--- src/rtl/intc_pkg.sv ---
package intc_pkg;

  localparam int VEC_W    = 16;
  localparam int VEC_STEP = 8;
  localparam logic [VEC_W-1:0] VEC_BASE = 16'h0024;

  // slot 0 = non-maskable, slot k>0 = restart line k-1
  function automatic logic [VEC_W-1:0] hw_vec(input int slot);
    return VEC_BASE + VEC_W'(VEC_STEP * slot);
  endfunction

  // software restart n lands at n*8
  function automatic logic [VEC_W-1:0] soft_addr(input logic [2:0] n);
    return VEC_W'({n, 3'b000});
  endfunction

endpackage

--- src/rtl/intc_edge_latch.sv ---
module intc_edge_latch (
  input  logic clk,
  input  logic rst_n,
  input  logic line_i,
  input  logic clear_i,
  output logic pend_o
);
  logic prev_q;
  logic rise;

  assign rise = line_i & ~prev_q;

  always_ff @(posedge clk) begin
    if (!rst_n) begin
      prev_q <= 1'b0;
      pend_o <= 1'b0;
    end else begin
      prev_q <= line_i;
      if (rise)         pend_o <= 1'b1;
      else if (clear_i) pend_o <= 1'b0;
    end
  end

  AST_PEND_HOLDS: assert property (@(posedge clk) disable iff (!rst_n)
    pend_o && !clear_i |=> pend_o);
endmodule

--- src/rtl/intc_gate_state.sv ---
module intc_gate_state #(
  parameter int NRST = 3
) (
  input  logic            clk,
  input  logic            rst_n,
  input  logic            en_set_i,
  input  logic            en_clr_i,
  input  logic            taken_i,
  input  logic            mask_wr_i,
  input  logic [NRST-1:0] mask_i,
  output logic            en_o,
  output logic [NRST-1:0] mask_o
);
  always_ff @(posedge clk) begin
    if (!rst_n) begin
      en_o   <= 1'b0;
      mask_o <= '1;
    end else begin
      if (taken_i || en_clr_i) en_o <= 1'b0;
      else if (en_set_i)       en_o <= 1'b1;
      if (mask_wr_i) mask_o <= mask_i;
    end
  end

  AST_EN_SET: assert property (@(posedge clk) disable iff (!rst_n)
    en_set_i && !en_clr_i && !taken_i |=> en_o);
  AST_TAKE_CLEARS: assert property (@(posedge clk) disable iff (!rst_n)
    taken_i |=> !en_o);
endmodule

--- src/rtl/intc_arbiter.sv ---
module intc_arbiter
  import intc_pkg::*;
#(
  parameter int NRST = 3
) (
  input  logic              trap_i,
  input  logic [NRST-1:0]   rst_req_i,
  input  logic              gen_i,
  input  logic              en_i,
  input  logic [NRST-1:0]   mask_i,
  output logic              win_o,
  output logic              win_trap_o,
  output logic              win_gen_o,
  output logic [NRST-1:0]   win_rst_o,
  output logic [VEC_W-1:0]  win_vec_o
);
  localparam int IDXW = (NRST > 1) ? $clog2(NRST) : 1;

  logic [NRST-1:0] elig;
  logic [IDXW-1:0] top_idx;

  genvar g;
  generate
    for (g = 0; g < NRST; g++) begin : g_elig
      assign elig[g] = en_i & ~mask_i[g] & rst_req_i[g];
    end
  endgenerate

  // highest eligible index wins among the restart lines
  always_comb begin
    top_idx = '0;
    for (int i = 0; i < NRST; i++) begin
      if (elig[i]) top_idx = IDXW'(i);
    end
  end

  always_comb begin
    win_trap_o = 1'b0;
    win_gen_o  = 1'b0;
    win_rst_o  = '0;
    win_vec_o  = '0;
    if (trap_i) begin
      win_trap_o = 1'b1;
      win_vec_o  = hw_vec(0);
    end else if (|elig) begin
      win_rst_o[top_idx] = 1'b1;
      win_vec_o          = hw_vec(int'(top_idx) + 1);
    end else if (en_i && gen_i) begin
      win_gen_o = 1'b1;
    end
  end

  assign win_o = win_trap_o | win_gen_o | (|win_rst_o);
endmodule

--- src/rtl/intc_restart_top.sv ---
module intc_restart_top
  import intc_pkg::*;
#(
  parameter int NRST = 3
) (
  input  logic              clk,
  input  logic              rst_n,
  input  logic              trap_i,
  input  logic [NRST-1:0]   rst_line_i,
  input  logic              gen_i,
  input  logic              en_set_i,
  input  logic              en_clr_i,
  input  logic              mask_wr_i,
  input  logic [NRST-1:0]   mask_i,
  input  logic              sample_i,
  input  logic [2:0]        soft_num_i,
  output logic              take_o,
  output logic [VEC_W-1:0]  vec_o,
  output logic              ack_o,
  output logic              en_o,
  output logic [NRST-1:0]   mask_o,
  output logic [VEC_W-1:0]  soft_vec_o
);
  logic              edge_pend;
  logic [NRST-1:0]   rst_req;
  logic              win, win_trap, win_gen;
  logic [NRST-1:0]   win_rst;
  logic [VEC_W-1:0]  win_vec;
  logic              taken;

  assign taken = sample_i & win;

  intc_edge_latch u_edge (
    .clk     (clk),
    .rst_n   (rst_n),
    .line_i  (rst_line_i[NRST-1]),
    .clear_i (sample_i & win_rst[NRST-1]),
    .pend_o  (edge_pend)
  );

  generate
    if (NRST > 1) begin : g_lvl
      assign rst_req = {edge_pend, rst_line_i[NRST-2:0]};
    end else begin : g_one
      assign rst_req = edge_pend;
    end
  endgenerate

  intc_gate_state #(.NRST(NRST)) u_gate (
    .clk       (clk),
    .rst_n     (rst_n),
    .en_set_i  (en_set_i),
    .en_clr_i  (en_clr_i),
    .taken_i   (taken),
    .mask_wr_i (mask_wr_i),
    .mask_i    (mask_i),
    .en_o      (en_o),
    .mask_o    (mask_o)
  );

  intc_arbiter #(.NRST(NRST)) u_arb (
    .trap_i     (trap_i),
    .rst_req_i  (rst_req),
    .gen_i      (gen_i),
    .en_i       (en_o),
    .mask_i     (mask_o),
    .win_o      (win),
    .win_trap_o (win_trap),
    .win_gen_o  (win_gen),
    .win_rst_o  (win_rst),
    .win_vec_o  (win_vec)
  );

  always_ff @(posedge clk) begin
    if (!rst_n) begin
      take_o <= 1'b0;
      vec_o  <= '0;
      ack_o  <= 1'b0;
    end else begin
      take_o <= taken;
      vec_o  <= taken ? win_vec : '0;
      ack_o  <= sample_i & win_gen;
    end
  end

  assign soft_vec_o = soft_addr(soft_num_i);

  AST_ONE_WINNER: assert property (@(posedge clk) disable iff (!rst_n)
    $onehot0({win_trap, win_gen, win_rst}));
  AST_TAKE_AFTER_STB: assert property (@(posedge clk) disable iff (!rst_n)
    take_o |-> $past(sample_i));
  AST_IDLE_QUIET: assert property (@(posedge clk) disable iff (!rst_n)
    !take_o |-> vec_o == '0 && !ack_o);
  AST_ACK_IS_GEN: assert property (@(posedge clk) disable iff (!rst_n)
    ack_o |-> take_o && vec_o == '0);
  AST_TRAP_TAKEN: assert property (@(posedge clk) disable iff (!rst_n)
    sample_i && trap_i |=> take_o && vec_o == hw_vec(0));
  AST_TAKE_DROPS_EN: assert property (@(posedge clk) disable iff (!rst_n)
    take_o |-> !en_o);

  generate
    for (genvar k = 0; k < NRST; k++) begin : g_mchk
      AST_MASKED_LINE: assert property (@(posedge clk) disable iff (!rst_n)
        take_o && vec_o == hw_vec(k + 1) |-> !$past(mask_o[k]) && $past(en_o));
    end
  endgenerate
endmodule

--- config.mk ---
export PLATFORM = sky130hd
export DESIGN_NAME = intc_restart_top
export DESIGN_NICKNAME = d
export VERILOG_FILES = /design/src/rtl/intc_pkg.sv /design/src/rtl/intc_edge_latch.sv /design/src/rtl/intc_gate_state.sv /design/src/rtl/intc_arbiter.sv /design/src/rtl/intc_restart_top.sv
export SDC_FILE = /design/constraint.sdc
export NUM_CORES = 1
export LEC_CHECK = 0
export BUFFER_PORTS_ARGS = -buffer_cell sky130_fd_sc_hd__buf_2
export CAP_MARGIN = 10
export CORE_ASPECT_RATIO = 1.25
export CORE_MARGIN = 1.5
export CORE_UTILIZATION = 40
export DETAILED_ROUTE_END_ITERATION = 8
export GPL_TIMING_DRIVEN = 0
export PLACE_DENSITY = 0.82
export SETUP_SLACK_MARGIN = 0.4
export SLEW_MARGIN = 20
export SYNTH_ARGS = -nofsm -noshare
export SYNTH_HDL_FRONTEND = slang
export SYNTH_SLANG_ARGS = --single-unit
--- constraint.sdc ---
create_clock -name clk -period 2.6 [get_ports clk]
set_input_delay 0.26 -clock clk [delete_from_list [all_inputs] [get_ports clk]]
set_output_delay 0.26 -clock clk [all_outputs]
set_load 0.1 [all_outputs]
# Word-level counts from Yosys, hierarchy flattened
# Cells that the tools add are included.
[op_classes]
addsub = 2
reduce_logical = 9
n_bitwise = 19
muxes = 14
order_cmp = 2
[ops]
columns = ["operator", "n"]
rows = [
  ["$mux 6", 2],
  ["$and 1x1->1", 10],
  ["$mux 1", 8],
  ["$add 6x6->7 const A", 1],
  ["$not 1->1", 7],
  ["$mux 3", 2],
  ["$reduce_or 3->1", 2],
  ["$reduce_or 4->1", 1],
  ["$add 2x1->3 const B", 1],
  ["$lt 2x3->1 const B", 1],
  ["$demux 1 s2", 1],
  ["$ge 2x1->1 const B", 1],
  ["$logic_and 1x1->1", 2],
  ["$mux 2", 1],
  ["$or 1x1->1", 2],
  ["$reduce_and 2->1", 1],
  ["$reduce_bool 2->1", 1],
  ["$reduce_or 2->1", 1],
  ["$logic_or 1x1->1", 1],
]
[totals]
word_cells = 54
reg_bits = 24
inputBits = 17
out_inout_bits = 38

# Depth between registers and ports, before layout
# Gate-level depths: netlist of run 1.
[logic_depth]
ltp_word = 16
depth_mapped = 4
ltp_nobuf = 4

# Hierarchy
# Synthesis of run 1 repeated with hierarchy kept, for this count alone.
[hier_totals]
hier_cells = 113
area_unflattened_um2 = 1174.9
[modules_own_cells]
columns = ["mod", "area_per_inst_um2", "n_inst", "seq_area_each_um2", "cells_per_inst"]
rows = [
  ["intc_restart_top", 686.9, 1, 360.3, 59],
  ["intc_arbiter", 277.8, 1, 0.0, 36],
  ["intc_gate_state", 140.1, 1, 80.1, 12],
  ["intc_edge_latch", 70.1, 1, 40.0, 6],
]

# Worst setup path before layout of run 1
# Ideal clock, no wire load.
[synth_path]
path_type = "reg2reg"
startpoint = "reg u_gate.mask_o[1]"
endpoint = "reg vec_o[2]"
arrival_ns = 1.592
period_less_slack_ns = 1.707
setup_ns = 0.115
path_buffers = 0
t_required_ns = 2.485
slack_ns = 0.893
path_stages_with_launch = 5
cell_sequence = "dfxtp_1 -> nor2b_1 -> o21ai_2 -> nand2b_2 -> o21ba_1"
[synth_via]
elab_chain_cells = 15
elab_cells_between_ends = 22
cone_classes = "order compare: 2; mux: 10; bitwise: 6; reduce/logical: 4"
[synth_rtl]
columns = ["element", "line_no", "rtl"]
rows = [
  ["from (decl)", "intc_gate_state.sv:12", "output logic [NRST-1:0] mask_o"],
  ["from (signal assigned)", "intc_gate_state.sv:21", "if (mask_wr_i) mask_o <= mask_i;"],
  ["$not 1->1 *", "intc_arbiter.sv:25", "assign elig[g] = en_i & ~mask_i[g] & rst_req_i[g];"],
  ["$and 1x1->1 * (2 in series)", "intc_arbiter.sv:25", ""],
  ["$mux 1", "intc_arbiter.sv:33", "if (elig[i]) top_idx = IDXW'(i);"],
  ["$mux 2", "intc_arbiter.sv:33", ""],
  ["$lt 2x3->1 (not written as such) / $ge 2x1->1 (equally long branches)", "intc_arbiter.sv:46", "win_rst_o[top_idx] = 1'b1;"],
  ["$logic_and 1x1->1 (not written as such)", "intc_arbiter.sv:46", ""],
  ["$mux 1 (not written as such)", "intc_arbiter.sv:46", ""],
  ["$demux 1 s2", "-", ""],
  ["$mux 3", "intc_arbiter.sv:45", "end else if (|elig) begin"],
  ["$mux 3", "intc_arbiter.sv:42", "if (trap_i) begin"],
  ["$reduce_or 3->1", "intc_arbiter.sv:53", "assign win_o = win_trap_o | win_gen_o | (|win_rst_o);"],
  ["$or 1x1->1", "intc_arbiter.sv:53", ""],
  ["$and 1x1->1", "intc_restart_top.sv:31", "assign taken = sample_i & win;"],
  ["$reduce_and 2->1 (no line)", "-", ""],
  ["to (signal assigned)", "intc_restart_top.sv:81", "vec_o <= taken ? win_vec : '0;"],
  ["to (decl)", "intc_restart_top.sv:18", "output logic [VEC_W-1:0] vec_o,"],
]
# Every way passes the cells marked *; elsewhere a longest branch is shown, timed or not.
# A chain may end at the register's enable or synchronous reset.

# Final worst setup path of run 1
[layout_path]
startpoint = "reg u_gate.en_o"
endpoint = "out en_o"
[layout_rtl]
columns = ["element", "line_no", "rtl"]
rows = [
  ["from (decl)", "intc_gate_state.sv:11", "output logic en_o,"],
  ["from (signal assigned)", "intc_gate_state.sv:16", "en_o <= 1'b0;"],
  ["from (signal assigned)", "intc_gate_state.sv:19", "if (taken_i || en_clr_i) en_o <= 1'b0;"],
  ["from (signal assigned)", "intc_gate_state.sv:20", "else if (en_set_i) en_o <= 1'b1;"],
  ["to (decl)", "intc_restart_top.sv:20", "output logic en_o,"],
]
# No word-level cell between the ends.

==> run metrics, run 1 <==
status=complete, no violations; die footprint=0.00198 mm^2; main combinational cell family by area after synthesis=buffers and inverters; root buffer cell=clkbuf_4; Hold EP=u_gate.en_o; total track usage=13.2%; f_max=0.688 GHz; first-pass GRT wire length=1.81 mm; Yosys Warn Count=0; layout cells sized above 1=48.4%; post-synthesis sequential area ratio=37.9%; die height=49.3 um; gr ovfl total=0; Simple-Gate Fraction of Synth Area=18.6%; Critical Path, Cell by Cell=buf_2; synth unique cells=19; Max Cap Violations=0; mux contribution to synthesized area=4.37%; asr flop ratio synth=0%; complex-gate fraction of the synthesized area=8.56%; Synth Register Bits=13; CTS buffer count=3; Post-Syn Instances=73; crit path max fanout=7; clock transition at the registers of the reported paths=80 ps; Yosys top cell area share=37.9%; area leader, netlist=dfxtp_1; gpl congestion=0.660; Synth top cells by count=buf_4, dfxtp_1, nand2_1; worst hold path depth=2; worst hold path class=input port to flip-flop; WHS=188 ps; H-tree depth=1; CP endpoint kind=primary output; Final HPWL DP=986 um; count leader, synth=buf_4; Post-Synthesis Cell Area=687 um^2; Tcrit/Tclk final=55.9%; Clock Sink Count=13; CTS resizes=0; pre-CTS WS=1440 ps; 1st-iter DRT viols=5; P per Cell Area=646 mW/mm^2; overall power=0.000621 W; adder-cell share of the synthesized area=0%; Slew Limit Fails=0; Ports=55; Routed Antenna Nets=0; Worst-Skew Late Latency=270 ps; sum of buffers and inverters on the critical path=1; CP Class=flip-flop to primary output; worst reg2reg path depth=3; Vias/cell=3.84; Layout Skew=7.44 ps; CP max stage delay=470 ps; wire per inst=7.86 um; final worst slack=1150 ps; vias in the first global route=471; area grow syn2layout=39.9%; Leak Pwr=0.553 nW; largest net degree at the start of global routing=8; final hold violation count=0; reg2reg end=vec_o[2]; Final nets=146; die width=40.1 um; hold path start=sample_i; # port buffers=27; Core ar.=0.00158 mm^2; Slowest-stage cell, CP=buf_2; DRT Pass-1 Iters=3; site row count=16; min cycle time layout=1450 ps; worst vdd ir=0.335 mV; r2r setup slk=1530 ps; CTS tree=built; CP delay by family, top=buffers and inverters; final wirelength=1.15 mm; Req. time, crit path=2340 ps; Ant. Diodes=0; Area contributors post-synth=dfxtp_1, buf_4, nor2b_1, mux2i_1, nand2_1; XOR/XNOR Fraction of Synth Area=0%; initial antenna violation count=0; Longest Clk Path Bufs=2; placed insts=142; worst r2r src=u_gate.en_o; Avg Cell Area, Syn=9.41 um^2; DRC=0; Setup Buffers After CTS=0; Non-Filler Instances=146; Initial Util=43.4%; via count=561; Top FF cell, synth=dfxtp_1; Final Setup Violations=0; Critical Path Start Type=flip-flop; arrival time worst endpoint=1190 ps; RSZ-0062 raised after global routing=no; setup TNS=0 ps; EDFF count, synth=0; # hold bufs at CTS=0
-- power by group --
part	switching [W]	internal (W)	total (W)
Sequential	0.00000482	0.000208	0.000212
Combinational	0.000237	0.0000500	0.000287
Clock	0.0000620	0.0000594	0.000121
Total	0.000304	0.000317	0.000621
-- cells in the final DEF, fill, tap and decap left out, drive strengths merged --
master  count
conb       25
nor4        1
nand2b      1
and2        1
buf        54
dfxtp      13
nor3        2
a22oi       1
o211ai      1
nand3b      1
o21ba       2
and3b       1
nand2       7
nor3b       1
nor2b       5
clkbuf      4
inv         1
a21oi       3
mux2i       3
o21ai       1
-- worst max path at each step --
stage / from / endpoint / slack [ps] / cells after the start
global placement: u_gate.en_o / en_o / 1450 / 1
floorplan: u_gate.mask_o[1] / vec_o[2] / 890 / 4
global route: u_gate.en_o / en_o / 1060 / 1
detailed placement: u_gate.en_o / en_o / 1440 / 1
CTS: u_gate.en_o / en_o / 1130 / 1
finish: u_gate.en_o / en_o / 1150 / 1
-- stage by stage --
stage | area [um^2] | utilization [%]
final | 961 | 60.8
after global routing | 961 | 60.8
after CTS | 961 | 60.8
after detailed placement | 935 | 59.1
after global placement | 935 | 59.1
after floorplan | 777 | -
-- worst reg2reg max path: stages, from the launching register on --
cell	delay, ps
dfxtp_1	380
and3b_4	210
nand2b_2	200
o21ba_1	180
-- cell families (layout without fill, tap and decap cells) --
family,count (synthesis),count (layout)
simple gates,20,20
mux,3,3
flops,13,13
buf+inv,28,59
compound gates,8,8
other cells,1,25
-- final cells by class --
type | instances | area (um^2)
Tap cell | 18 | 22.5
Inverter | 1 | 3.75
Buffer | 27 | 203
Sequential cell | 13 | 260
Timing Repair Buffer | 27 | 135
Clock buffer | 4 | 26.3
Fill cell | 150 | 621
Multi-Input combinational cell | 56 | 310
-- metal layers --
metal	track usage, %	part of all wire [%]	vias up
met5	0	0	-
met4	8.62	1.2	0
met3	3.20	12	2
met2	22.0	51	35
met1	13.4	35	226
li1	-	-	298
-- state kept, by name, indices dropped and copies added (netlist names) --
signal and flops:
vec_o 5, u_edge.prev_q 1, ack_o 1, u_edge.pend_o 1
u_gate.mask_o 3, take_o 1, u_gate.en_o 1
Note: power is estimated with default switching activity, not from simulation.
==> inputs of run 2 (changes only) <==
- CORE_UTILIZATION: 40 -> 34
- PLACE_DENSITY: 0.82 -> 0.74
- clock period: 2.6 -> 1.2 ns (I/O delays scaled with it)
==> run 2 against run 1 <==
  * Setup slack worse by 1000 ps
  * Sequential power up 120%
  * First-iteration DRC count down 100%
  * Cell count up 6.2%
  * Wire length up 39%
==> run metrics, run 2 (synthesized netlist as in run 1, its figures left out) <==
commonest non-fill, non-tap cell in the layout=buf_4; Core ar.=0.00194 mm^2 (+22%); Multi-input gate area=377 um^2 (+21%); total track usage=13.3% (+0.045 points); Final nets=153 (+4.8%); Slew Limit Fails=0 (unchanged); Ports=55 (unchanged); die width=43.2 um (+7.8%); most frequent cells in the layout=buf_4, conb_1, buf_2; f_max=0.913 GHz; 1st-iter DRT viols=0 (-5); CP Class=flip-flop to flip-flop; CTS buffer count=3 (unchanged); Clock Sink Count=13 (unchanged); gpl congestion=0.797 (+21%); final wirelength=1.59 mm (+39%); clock transition at the registers of the reported paths=80 ps (about the same); DRT Pass-1 Iters=1 (-2); P per Cell Area=1130 mW/mm^2 (+75%); gr ovfl total=0 (unchanged); first-pass GRT wire length=2.22 mm (+23%); DRC=0 (unchanged); area grow syn2layout=84.0%; via count=621 (+11%); cell area after placement=963 um^2 (+3.1%); overall power=0.00143 W (+130%); Tcrit/Tclk final=91.3%; layout cells sized above 1=65.2% (+17 points); Final Setup Violations=0 (unchanged); Initial Util=35.5% (-8.0 points); largest registers=vec_o x5, u_gate.mask_o x3; Filler cells=146 (-2.7%); Final HPWL DP=1.02 mm (+3.5%); CTS tree=built; min cycle time layout=1100 ps; Critical Path Start Type=flip-flop; Worst-Skew Late Latency=270 ps (about the same); RSZ-0062 raised after global routing=yes; Leak Pwr=0.648 nW (+17%); max FFs per register=5 (unchanged); Finished Cell Area=0.00126 mm^2 (+32%); Max Cap Violations=0 (unchanged); arrival time worst endpoint=1250 ps (+60 ps); hold path start=rst_line_i[2]; crit path max fanout=6 (-1); largest net degree at the start of global routing=8 (unchanged); Setup crit start=u_gate.en_o; die height=53.3 um (+8.0%); Ant. Diodes=0 (unchanged); CP endpoint kind=flip-flop; H-tree depth=1 (unchanged); Req. time, crit path=1350 ps (-990 ps); Finished Core Util=65.2% (+4.5 points); final worst slack=104 ps (-1040 ps); die footprint=0.00230 mm^2 (+16%); initial antenna violation count=0 (unchanged); final hold violation count=0 (unchanged); site row count=18 (+2); Routed Antenna Nets=0 (unchanged); worst r2r src=u_gate.en_o; wire per inst=10.3 um (+30%); Largest Register=vec_o; # hold bufs at CTS=0 (unchanged); Layout Skew=2.36 ps (-5.08 ps); pre-CTS WS=143 ps (-1300 ps); register area=285 um^2 (+9.6%); # port buffers=27 (unchanged); Vias/cell=4.01 (+4.3%); root buffer cell=clkbuf_4; status=complete, no violations; Longest Clk Path Bufs=2 (unchanged); worst vdd ir=0.633 mV (+89%); vias in the first global route=538 (+14%); worst hold path class=input port to flip-flop
[run 2: cell count changes in the layout (fill, tap and decap cells not counted), sizes merged]
cell / change
buf: +7
[run 2: final timing paths]
path / slack [ps] / cells after the start / to
worst max-delay path: 100 / 4 / take_o
worst min register to register: 490 / 2 / u_gate.mask_o[0]
worst min-delay path: 60 / 2 / u_edge.prev_q
worst max register to register: 100 / 4 / take_o
[run 2: layout make-up]
cell class / instances / area share, %
plain buffers: 27 / 16.0
clock buffers: 4 / 2.08
inverters: 1 / 0.297
multi-input cells: 56 / 29.8
flip-flops and latches: 13 / 22.6
well taps: 20 / 1.98
repair buffers: 34 / 27.2
[run 2: power by group]
part | total (W) | internal, W | switching [W]
registers | 0.000468 | 0.000448 | 0.0000200
logic | 0.000699 | 0.000168 | 0.000532
clock network | 0.000264 | 0.000129 | 0.000136
[run 2: metal layers]
layer	routed length, um	part of all wire (%)	track usage, %	vias to the layer above
met5	0	0	0	-
met4	49	3.1	8.59	0
met3	108	6.8	3.07	6
met2	911	57	26.9	32
met1	519	33	11.0	272
li1	-	-	-	311
[run 2: what timing repair did]
action	in CTS	in global routing
endpoints found under the setup margin	19	19
pin swaps	5	4
setup buffers	3	4
resized for setup	48	10
[run 2: per-stage QoR]
step                      cells  hold slack (ps)  setup TNS (ps)
final                       155             58.2               0
after detailed placement    144              323               0
after global routing        155             57.9               0
after global placement      144              325               0
after CTS                   151             30.6               0
after floorplan              97              181           -4.50
[run 2: critical path: stages, from the launching register on]
cell and delay, ps:
dfxtp_4 370, and3b_4 200, nor3b_4 210, buf_4 150
a21oi_2 50
==> inputs of run 3 (changes only) <==
==> constraint.sdc (replaced) <==
create_clock -name clk -period 1.2 [get_ports clk]
set_input_delay 0.06 -clock clk [delete_from_list [all_inputs] [get_ports clk]]
set_output_delay 0.06 -clock clk [all_outputs]
set_load 0.1 [all_outputs]
==> run 3 against run 2 <==
  * Clock power up 2%
  * Die area stayed put
  * Hold slack lost 43 ps
  * Critical path depth stayed put
  * Setup slack improved by 38 ps
  * Global-route usage is 1.0 points higher
  * Fmax grew 3.6%
  * Clock skew about the same
  * Via count is 3.5% higher
  * Total power grew 1.6%
  * Critical path type unchanged
  * Critical endpoint unchanged
  * Largest cell class unchanged
  * Largest power group unchanged
  * Highest routed layer is now met3
==> run metrics, run 3 (synthesized netlist as in run 1, its figures left out) <==
gr ovfl total=0 (unchanged); Routed Antenna Nets=0 (unchanged); first-pass GRT wire length=2.37 mm (+6.8%); Ports=55 (unchanged); Clock Sink Count=13 (unchanged); die height=53.3 um (unchanged); clock transition at the registers of the reported paths=80 ps (about the same); P per Cell Area=1100 mW/mm^2 (-2.7%); initial antenna violation count=0 (unchanged); CP endpoint kind=flip-flop; Core ar.=0.00194 mm^2 (unchanged); Worst-Skew Late Latency=270 ps (about the same); arrival time worst endpoint=1210 ps (-40 ps); 1st-iter DRT viols=4 (+4); worst r2r src=u_gate.en_o; Filler cells=149 (+2.1%); Critical Path Start Type=flip-flop; Non-Filler Instances=161 (+3.9%); root buffer cell=clkbuf_4; WL met2=1.01 mm (+10%); Longest Clk Path Bufs=2 (unchanged); H-tree depth=1 (unchanged); crit path max fanout=6 (unchanged); Initial Util=35.5% (unchanged); status=complete, no violations; DRT Pass-1 Iters=2 (+1); worst hold path class=input port to flip-flop; via count=643 (+3.5%); most frequent cells in the layout=buf_4, conb_1, buf_2; vias in the first global route=544 (+1.1%); area grow syn2layout=92.2%; commonest non-fill, non-tap cell in the layout=buf_4; largest registers=vec_o x5, u_gate.mask_o x3; Max Cap Violations=0 (unchanged); reg2reg end=take_o; worst hold path depth=2 (unchanged); Vias/cell=3.99 (-0.32%); final wirelength=1.69 mm (+6.1%); layout cells sized above 1=63.8% (-1.4 points); Req. time, crit path=1360 ps (about the same); largest net degree at the start of global routing=8 (unchanged); Ant. Diodes=0 (unchanged); DRC=0 (unchanged); CP Class=flip-flop to flip-flop; placed insts=144 (unchanged); final hold violation count=0 (unchanged); worst reg2reg path depth=4 (unchanged); f_max=0.945 GHz (+3.6%); Layout Skew=2.24 ps (-0.122 ps); worst vdd ir=0.743 mV (+17%); CTS tree=built; Slew Limit Fails=0 (unchanged); CTS buffer count=3 (unchanged); met1 wire length=574 um (+11%); die width=43.2 um (unchanged); Setup crit start=u_gate.en_o; min cycle time layout=1060 ps (-38.0 ps); die footprint=0.00230 mm^2 (unchanged); total track usage=14.3% (+1.0 points); max FFs per register=5 (unchanged); Final nets=159 (+3.9%); Leak Pwr=0.676 nW (+4.3%); Largest Register=vec_o; Final Setup Violations=0 (unchanged); Finished Core Util=68.2% (+2.9 points); Max Used Layer=met3; routed length on met3=105 um (-2.8%); wire per inst=10.5 um (+2.2%); Tcrit/Tclk final=88.1% (-3.2 points); CP endpoint=take_o; Final HPWL DP=1.02 mm (unchanged); site row count=18 (unchanged); RSZ-0062 raised after global routing=yes; # port buffers=27 (unchanged); gpl congestion=0.797 (unchanged); r2r setup slk=140 ps (+40 ps)
-- run 3: changes by cell type in the layout (fill, tap and decap cells not counted), sizes merged --
cell	before	now
dlygate4sd3	0	5
buf	61	62
-- run 3: metal layers --
layer  vias to the layer above  GRT usage, %
met2                        26          28.9
met5                         -             0
met1                       295          13.4
li1                        322             -
met4                         0          7.07
met3                         0          2.39
-- run 3: how the worst min path moves through the flow --
stage	startpoint	to	slack, ps
4_1_cts	rst_n	u_gate.mask_o[2]	9
2_1_floorplan	rst_n	u_gate.mask_o[0]	120
3_3_place_gp	sample_i	u_gate.en_o	260
3_5_place_dp	sample_i	u_gate.en_o	260
5_1_grt	rst_n	u_gate.mask_o[1]	10
6_report	rst_n	u_gate.mask_o[2]	20
-- run 3: repair_timing --
item,4_1_cts,5_1_grt
resized for setup,52,7
endpoints found under the setup margin,19,20
endpoints found under the hold margin,5,0
hold buffers,5,0
buffers inserted,4,4
pin swaps,6,5
-- run 3: through the flow --
stage	setup slack [ps]	TNS [ps]	total power (W)	hold WS, ps	area (um^2)
finish	142	0	0.00145	15.5	1320
global route	80.5	0	0.00151	9.96	1320
CTS	180	0	0.00143	8.96	1260
detailed placement	143	0	0.00109	263	963
global placement	162	0	0.00109	265	963
floorplan	-1.86	-4.50	0.00104	121	803
-- run 3: where the power goes --
part           internal [W]  leakage, nW  total [W]  switching, W
clock network      0.000129       0.0150   0.000270      0.000141
logic              0.000183        0.550   0.000716      0.000533
registers          0.000448        0.111   0.000468     0.0000199
total              0.000760        0.676    0.00145      0.000695
-- run 3: cell type report --
class	instances	area [um^2]	share of cell area (%)
timing repair buffer	40	409	31.0
multi-input combinational	56	368	27.9
sequential	13	285	21.6
buffer	27	203	15.4
clock buffer	4	26.3	1.99
tap	20	25.0	1.90
inverter	1	3.75	0.284
-- run 3: critical path, stage by stage (launching register included) --
cell     delay [ps]
dfxtp_4         370
and3b_4         200
nor3b_4         190
buf_4           140
a21oi_2          50
